==> src/rtl/tws_pkg.sv <==
package tws_pkg;
  typedef enum logic [1:0] {
    ST_IDLE = 2'd0,
    ST_CMD  = 2'd1,
    ST_WR   = 2'd2,
    ST_RD   = 2'd3
  } tws_state_e;
endpackage

==> src/rtl/tws_sync.sv <==
// Multi-bit bank of independent flop-chain synchronisers.
module tws_sync #(
  parameter int WIDTH  = 3,
  parameter int STAGES = 2
) (
  input  logic             clk,
  input  logic             rst_n,
  input  logic [WIDTH-1:0] d,
  output logic [WIDTH-1:0] q
);
  logic [WIDTH-1:0] stage_q [STAGES];

  for (genvar s = 0; s < STAGES; s++) begin : g_stage
    if (s == 0) begin : g_first
      always_ff @(posedge clk or negedge rst_n) begin
        if (!rst_n) stage_q[s] <= '0;
        else        stage_q[s] <= d;
      end
    end else begin : g_next
      always_ff @(posedge clk or negedge rst_n) begin
        if (!rst_n) stage_q[s] <= '0;
        else        stage_q[s] <= stage_q[s-1];
      end
    end
  end

  assign q = stage_q[STAGES-1];
endmodule

==> src/rtl/tws_ctrl.sv <==
// Access sequencer: command capture, write assembly, read serialisation.
module tws_ctrl
  import tws_pkg::*;
#(
  parameter int CMD_W  = 8,
  parameter int DATA_W = 8
) (
  input  logic              clk,
  input  logic              rst_n,
  input  logic              rst_lvl,
  input  logic              clk_lvl,
  input  logic              clk_rise,
  input  logic              clk_fall,
  input  logic              dq_lvl,
  input  logic [DATA_W-1:0] rf_rdata,
  output logic              dq_o,
  output logic              dq_oe,
  output logic [CMD_W-2:0]  rf_addr,
  output logic [DATA_W-1:0] rf_wdata,
  output logic              rf_we
);
  localparam int ADDR_W = CMD_W - 1;
  localparam int SH_W   = (CMD_W > DATA_W) ? CMD_W : DATA_W;
  localparam int CNT_W  = $clog2(SH_W);
  localparam logic [CNT_W-1:0] CMD_LAST  = CNT_W'(CMD_W - 1);
  localparam logic [CNT_W-1:0] DATA_LAST = CNT_W'(DATA_W - 1);

  tws_state_e        state_q, state_d;
  logic [CNT_W-1:0]  cnt_q, cnt_d;
  logic [SH_W-1:0]   sh_q, sh_d;
  logic [ADDR_W-1:0] addr_q, addr_d, waddr_q, waddr_d;
  logic [DATA_W-1:0] wdata_q, wdata_d;
  logic              we_q, we_d;
  logic              dq_q, dq_d;
  logic              drv_q, drv_d;

  logic [CMD_W-1:0]  cmd_word;
  logic [DATA_W-1:0] data_word;
  logic [DATA_W-1:0] tx_src;

  assign cmd_word  = {dq_lvl, sh_q[CMD_W-1:1]};
  assign data_word = {dq_lvl, sh_q[DATA_W-1:1]};
  assign tx_src    = (cnt_q == '0) ? rf_rdata : sh_q[DATA_W-1:0];

  always_comb begin
    state_d = state_q;
    cnt_d   = cnt_q;
    sh_d    = sh_q;
    addr_d  = addr_q;
    waddr_d = waddr_q;
    wdata_d = wdata_q;
    we_d    = 1'b0;
    dq_d    = dq_q;
    drv_d   = drv_q;
    if (!rst_lvl) begin
      state_d = ST_IDLE;
      cnt_d   = '0;
      drv_d   = 1'b0;
    end else begin
      unique case (state_q)
        ST_IDLE: begin
          state_d = ST_CMD;
          cnt_d   = '0;
        end
        ST_CMD: if (clk_rise) begin
          sh_d[CMD_W-1:0] = cmd_word;
          cnt_d = cnt_q + 1'b1;
          if (cnt_q == CMD_LAST) begin
            cnt_d   = '0;
            addr_d  = cmd_word[CMD_W-1:1];
            state_d = cmd_word[0] ? ST_RD : ST_WR;
          end
        end
        ST_WR: if (clk_rise) begin
          sh_d[DATA_W-1:0] = data_word;
          cnt_d = cnt_q + 1'b1;
          if (cnt_q == DATA_LAST) begin
            cnt_d   = '0;
            we_d    = 1'b1;
            wdata_d = data_word;
            waddr_d = addr_q;
            addr_d  = addr_q + 1'b1;
          end
        end
        ST_RD: if (clk_fall) begin
          dq_d  = tx_src[0];
          sh_d[DATA_W-1:0] = tx_src >> 1;
          drv_d = 1'b1;
          cnt_d = cnt_q + 1'b1;
          if (cnt_q == DATA_LAST) begin
            cnt_d  = '0;
            addr_d = addr_q + 1'b1;
          end
        end
        default: state_d = ST_IDLE;
      endcase
    end
  end

  always_ff @(posedge clk or negedge rst_n) begin
    if (!rst_n) begin
      state_q <= ST_IDLE;
      cnt_q   <= '0;
      sh_q    <= '0;
      addr_q  <= '0;
      waddr_q <= '0;
      wdata_q <= '0;
      we_q    <= 1'b0;
      dq_q    <= 1'b0;
      drv_q   <= 1'b0;
    end else begin
      state_q <= state_d;
      cnt_q   <= cnt_d;
      sh_q    <= sh_d;
      addr_q  <= addr_d;
      waddr_q <= waddr_d;
      wdata_q <= wdata_d;
      we_q    <= we_d;
      dq_q    <= dq_d;
      drv_q   <= drv_d;
    end
  end

  assign dq_o     = dq_q;
  assign dq_oe    = (state_q == ST_RD) && drv_q && !clk_lvl && rst_lvl;
  assign rf_addr  = we_q ? waddr_q : addr_q;
  assign rf_wdata = wdata_q;
  assign rf_we    = we_q;
endmodule

==> src/rtl/tws_serial_slave.sv <==
module tws_serial_slave #(
  parameter int CMD_W       = 8,
  parameter int DATA_W      = 8,
  parameter int SYNC_STAGES = 2,
  localparam int ADDR_W     = CMD_W - 1
) (
  input  logic              clk,
  input  logic              rst_n,
  input  logic              ser_rst_i,
  input  logic              ser_clk_i,
  input  logic              dq_i,
  output logic              dq_o,
  output logic              dq_oe,
  output logic [ADDR_W-1:0] rf_addr,
  output logic [DATA_W-1:0] rf_wdata,
  output logic              rf_we,
  input  logic [DATA_W-1:0] rf_rdata
);
  logic [2:0] raw_in, synced;
  logic       rst_sync, clk_sync, dq_sync;
  logic       clk_prev_q;
  logic       clk_rise, clk_fall;

  assign raw_in = {dq_i, ser_clk_i, ser_rst_i};

  tws_sync #(.WIDTH(3), .STAGES(SYNC_STAGES)) u_sync (
    .clk   (clk),
    .rst_n (rst_n),
    .d     (raw_in),
    .q     (synced)
  );

  assign rst_sync = synced[0];
  assign clk_sync = synced[1];
  assign dq_sync  = synced[2];

  always_ff @(posedge clk or negedge rst_n) begin
    if (!rst_n) clk_prev_q <= 1'b0;
    else        clk_prev_q <= clk_sync;
  end

  assign clk_rise = clk_sync && !clk_prev_q;
  assign clk_fall = !clk_sync && clk_prev_q;

  tws_ctrl #(.CMD_W(CMD_W), .DATA_W(DATA_W)) u_ctrl (
    .clk      (clk),
    .rst_n    (rst_n),
    .rst_lvl  (rst_sync),
    .clk_lvl  (clk_sync),
    .clk_rise (clk_rise),
    .clk_fall (clk_fall),
    .dq_lvl   (dq_sync),
    .rf_rdata (rf_rdata),
    .dq_o     (dq_o),
    .dq_oe    (dq_oe),
    .rf_addr  (rf_addr),
    .rf_wdata (rf_wdata),
    .rf_we    (rf_we)
  );
endmodule

==> config.mk <==
export PLATFORM = sky130hd
export DESIGN_NAME = tws_serial_slave
export DESIGN_NICKNAME = d
export VERILOG_FILES = /design/src/rtl/tws_pkg.sv /design/src/rtl/tws_sync.sv /design/src/rtl/tws_ctrl.sv /design/src/rtl/tws_serial_slave.sv
export SDC_FILE = /design/constraint.sdc
export NUM_CORES = 1
export LEC_CHECK = 0
export ABC_AREA = 0
export BUFFER_PORTS_ARGS = -buffer_cell sky130_fd_sc_hd__buf_2
export CAP_MARGIN = 20
export CELL_PAD_IN_SITES_DETAIL_PLACEMENT = 1
export CELL_PAD_IN_SITES_GLOBAL_PLACEMENT = 2
export CORE_ASPECT_RATIO = 1.5
export CORE_UTILIZATION = 40
export DETAILED_ROUTE_END_ITERATION = 16
export GPL_TIMING_DRIVEN = 0
export HOLD_SLACK_MARGIN = 0.15
export PLACE_DENSITY_LB_ADDON = 0.1
export SYNTH_ARGS = -nofsm -noshare
export SYNTH_HDL_FRONTEND = slang
export SYNTH_SLANG_ARGS = --single-unit
==> constraint.sdc <==
create_clock -name clk -period 4.2 [get_ports clk]
set_clock_uncertainty 0.2 [all_clocks]
set_input_delay 0.63 -clock clk [delete_from_list [all_inputs] [get_ports clk]]
set_output_delay 0.63 -clock clk [all_outputs]
set_load 0.05 [all_outputs]
# Word-level counts from Yosys, hierarchy flattened
# Index checks and enable logic that the tools add are counted.
# word_totals
in_bits	13
out_inout_bits	18
register_bits	45
elab_cells	77
# classes
mux	28
addsub	2
eq_ne	16
reduce_logical	19
# op_table
cell	count
2-to-1 mux 7 bit	6
2-to-1 mux 8 bit	3
case mux 7 bit (3 select lines)	1
case mux 8 bit (2 select lines)	1
2-to-1 mux 3 bit	4
inequality test 3 bit (second input constant)	3
case mux 3 bit (3 select lines)	1
2-to-1 mux 1 bit	8
inequality test 2 bit (second input constant)	4
AND reduction 4 bit	2
adder 7 x 1 -> 7 bit (second input constant)	1
2-to-1 mux 2 bit	3
inequality test 2 x 1 -> 1 bit (second input constant)	3
AND reduction 3 bit	2
AND reduction 6 bit	1
logical AND 1 bit	5
== test 2 bit (second input constant)	2
case mux 2 bit (2 select lines)	1
AND reduction 2 bit	2
adder 3 x 1 -> 3 bit (second input constant)	1
== test 3 bit (second input constant)	1
zero test 3 bit	1
inequality test 3 x 1 -> 1 bit (second input constant)	1
inequality test 3 x 2 -> 1 bit (second input constant)	1
6 further kinds	7

# Logic depth before layout (Yosys ltp)
# logic_depth
depth_word	5
depth_mapped	7
ltp_nobuf	6

# Cells and area by module
# Synthesis repeated with hierarchy kept, for this count alone.
# unflattened
cells_unflattened	219
hier_area_um2	2208.4
# modules_own_cells
module	area_per_inst_um2	instances	cells_each	seq_area_each_um2
tws_ctrl	1995.7	1	207	950.9
tws_sync	172.7	1	9	150.1
tws_serial_slave	40.0	1	3	25.0

# Worst setup path after synthesis
# Ideal clock, no wire load.
# synth_timing
kind	reg-to-output
from	register u_ctrl.we_q (netlist: u_ctrl.rf_we)
to	output port rf_addr[2]
arrival_time_ps	1933
setup_slack_ps	1437
n_path_buf	1
path_stages_with_launch	3
cell_sequence	dfrtp_1 -> clkbuf_1 -> o21ai_0
# synth_via
elab_chain_cells	1
# synth_rtl
item	line_no	source
from (decl)	tws_ctrl.sv:33	logic we_q, we_d;
from (signal assigned)	tws_ctrl.sv:118	we_q <= we_d;
2-to-1 mux 7 bit	tws_ctrl.sv:126	assign rf_addr = we_q ? waddr_q : addr_q;
to (decl)	tws_serial_slave.sv:14	output logic [ADDR_W-1:0] rf_addr,
# Every way passes these cells.

# Final worst setup path
# layout_timing
from	register u_ctrl.state_q[0]
to	output port dq_oe
# layout_via
elab_chain_cells	4
# layout_rtl
item	line_no	source
from (decl)	tws_ctrl.sv:28	tws_state_e state_q, state_d;
from (signal assigned)	tws_ctrl.sv:112	state_q <= state_d;
== test 2 bit	tws_ctrl.sv:125	assign dq_oe = (state_q == ST_RD) && drv_q && !clk_lvl && rst_lvl;
logical AND 1 bit (3 in series)	tws_ctrl.sv:125	
to (decl)	tws_serial_slave.sv:13	output logic dq_oe,
# Every way passes these cells.

==> summary.txt <==
Finish
  – Layout cells sized above 1: 0.328
  – Fin area: 2610 µm²
  – Layout fillers: ~640
  – Syn-to-layout area delta: 15.1%
  – Most common cell after layout, fill and taps aside: dfrtp_1
  – Antenna Cells: 0
  – Area of the multi-input gates: 1070 µm²
  – Nets: 259
  – Most frequent cells in the layout: 45 x dfrtp_1, 32 x buf_2, 28 x mux2_2
  – Register Area: 1130 µm²

Route
  – Top layer in use: met4
  – Residual DRC: 0
  – DR WL/cell: 16.4 µm
  – Via/cell ratio: 5.28
  – DR vias: 1610
  – Initial detailed-routing violation count: 19
  – Met2 wire len: about 2800 µm
  – Routed Antenna Nets: 0
  – First-pass iteration count of the detailed router: 4
  – DR WL met3: 109 µm
  – Metal-1 WL: 2010 µm
  – Post-Route WL: 5000 µm

Floorplan
  – Ports: 31
  – Die H: 94.2 µm
  – Core Footprint: 5450 µm²
  – Starting Density: 0.416
  – Chip width: around 63 µm
  – Row cnt: 33
  – Die area: roughly 6000 µm²

Setup path
  – CP startpoint kind: flip-flop
  – Path depth of the worst reg2reg path: 6
  – Buf/Inv on CP: 2
  – CP peak stage delay: ~0.40 ns
  – WP data required: 3.37 ns
  – CP endpoint kind: primary output
  – R2r setup slk: 1.84 ns
  – Critical path's top delay family: buffers and inverters
  – Slowest CP cell: dfrtp_1
  – Reg-to-Reg End: u_ctrl.addr_q[1]
  – Worst-path fanout max: 10
  – Crit-path cells: ha_1 -> buf_2 -> and4b_2 -> buf_2
  – CP Class: reg2out
  – Arr. time, crit path: 1.66 ns
  – Reg2reg start: u_ctrl.cnt_q[1]
  – CP most frequent cell: buf_2
  – CP startpoint: u_ctrl.state_q[0]

Synth
  – Netlist cell types: 38
  – Avg Inst Size Synth: roughly 12 µm²
  – Sequential area share after synthesis: 0.497
  – Netlist area before placement: 2270 µm²
  – Cells after synthesis: 197
  – Mapped Nets: 220
  – Warnings from Yosys: 0
  – #FFs+latches synth: 45

Power and ir drop
  – Logic pwr share: 0.471
  – Pwr dens: 633 nW/µm²
  – Tot Pwr: 1650 µW
  – LEAKAGE: 0.00126 µW
  – Switching part of the total power: 0.426
  – IR drop worst, VDD: roughly 0.25 mV
  – Clock share of power: 0.150
  – Reg power frac: 0.379
  – Sw Pwr: 703 µW
  – Pint: approximately 950 µW

Hold path
  – Critical hold path startpoint: u_sync.stage_q[3]
  – Hold Path End: u_sync.q[0]
  – Min-Delay Path Depth: 0
  – Worst hold path class: reg2reg

STA
  – Tcrit/Tclk final: 0.594
  – Minimum clock period: 2.49 ns
  – Endpoints failing setup: 0
  – Worst Tran Pin Value: around 0.54 ns
  – Max Freq: 0.401 GHz
  – Setup TNS Final: 0 ns
  – RSZ-0062 raised after global routing: no
  – Worst setup margin: 1.71 ns
  – Max transition margin: 0.642
  – WHS: 0.150 ns
  – Final Hold Violating Endpoints: 0
  – Slew Limit Fails: 0

Placement
  – DP HPWL: 3770 µm
  – Worst slack at placement: between 1.5 and 2 ns
  – GPL Wtd Cong: 0.765
  – Area after DPL: around 2500 µm²
  – IO Port Bufs: 30

Global routing
  – Total grt overflow: 0
  – Number of global-route vias before repair: around 1800
  – Largest net degree at the start of global routing: 46
  – Global-route wire length before repair: 8470 µm
  – Initial antenna violation count: 0
  – Total GRT Usage: 0.184

Job
  – Max-Cap Viols: 0

Clock network
  – Clock latency on the worst-skew pair: 0.29 ns
  – Cts-stage hold buffer count: 0
  – H-tree depth: 2
  – CTS root buf: clkbuf_8
  – Post-CTS setup buffers: 0
  – Post_cts resized: 0
  – Sink Count: 45
  – Clk slew on worst S/H paths: 0.07 ns
  – TritonCTS clock tree: done
  – Number of buffers created by CTS: 5
  – Clock Path Buffers: 2

Outcome
  – Status: finished, final reports clean
[power groups by stage]
| stage | clock [µW] | combinational [µW] | sequential (µW) |
|---|---|---|---|
| floorplan | 0 | 607 | 615 |
| global placement | 0 | 752 | 627 |
| detailed placement | 0 | 780 | 636 |
| CTS | 261 | 783 | 628 |
| global route | 273 | 855 | 640 |
| finish | 247 | 777 | 626 |
[metrics by stage]
step	utilization	instances
after global placement	0.459	297
after global routing	0.478	305
after CTS	0.473	303
after floorplan	-	197
after detailed placement	0.459	297
final	0.478	305
[final cells by class]
cell class	instances	share of cell area
plain buffers	6	0.00960
clock inverters	1	0.00192
repair buffers	32	0.0691
clock buffers	5	0.0264
inverters	11	0.0158
multi-input cells	135	0.412
well taps	70	0.0336
flip-flops and latches	45	0.432
[cell usage after synthesis]
library cell | count | area, µm²
a21o_1 | 1 | 7.51
buf_2 | 2 | 10.0
mux2_4 | 1 | 15.0
o21ai_0 | 16 | 80.1
o211ai_1 | 6 | 45.0
nor2b_1 | 4 | 25.0
a22oi_1 | 4 | 30.0
and2b_4 | 1 | 10.0
clkbuf_1 | 4 | 15.0
a22o_1 | 1 | 8.76
nand2_1 | 19 | 71.3
a21oi_1 | 5 | 25.0
nor2b_2 | 1 | 8.76
o32ai_1 | 1 | 8.76
a21oi_4 | 1 | 16.3
nand2b_1 | 2 | 12.5
o41ai_1 | 1 | 8.76
nand3b_1 | 2 | 15.0
a22o_2 | 1 | 10.0
a2111oi_4 | 1 | 27.5
mux2_1 | 1 | 11.3
and2_0 | 1 | 6.26
and4b_2 | 1 | 11.3
nor2_1 | 5 | 18.8
mux2i_1 | 5 | 50.1
o22ai_1 | 1 | 6.26
mux2_2 | 28 | 315
o221ai_1 | 2 | 17.5
or2b_1 | 1 | 7.51
inv_1 | 11 | 41.3
and3_1 | 1 | 6.26
o21a_4 | 1 | 15.0
a21oi_2 | 1 | 8.76
nand3_1 | 6 | 30.0
ha_1 | 10 | 125
or2_2 | 1 | 6.26
dfrtp_1 | 45 | 1130
nand4_1 | 2 | 12.5
[how the worst max path moves through the flow]
stage | endpoint | slack, ns | depth (start not counted)
6_report | dq_oe | 1.71 | 4
5_1_grt | dq_oe | 1.57 | 4
4_1_cts | dq_oe | 1.68 | 4
3_5_place_dp | u_ctrl.addr_q[1] | 1.84 | 6
3_3_place_gp | u_ctrl.addr_q[1] | 1.86 | 6
2_1_floorplan | rf_addr[2] | 1.44 | 2
[flip-flops by register name (all words and copies together) (netlist names), 2 cells and up]
signal / count
u_ctrl.state_q: 2
u_ctrl.sh_q: 8
u_ctrl.addr_q: 7
u_ctrl.waddr_q: 7
u_ctrl.rf_wdata: 8
u_ctrl.cnt_q: 3
u_sync.q: 3
u_sync.stage_q: 3
[cells by family after synthesis]
logic type,Yosys count,synth area share
compound gates,43,0.139
buf+inv,17,0.0293
mux,35,0.173
flops,45,0.497
fa+ha+maj,10,0.0552
simple gates,47,0.107
[metal layers]
layer  vias up  GRT usage
met5         -          0
met4         0     0.0682
met3         8     0.0328
met2        21      0.350
met1       802      0.197
li1        779          -
(Power assumes the default switching activity.)
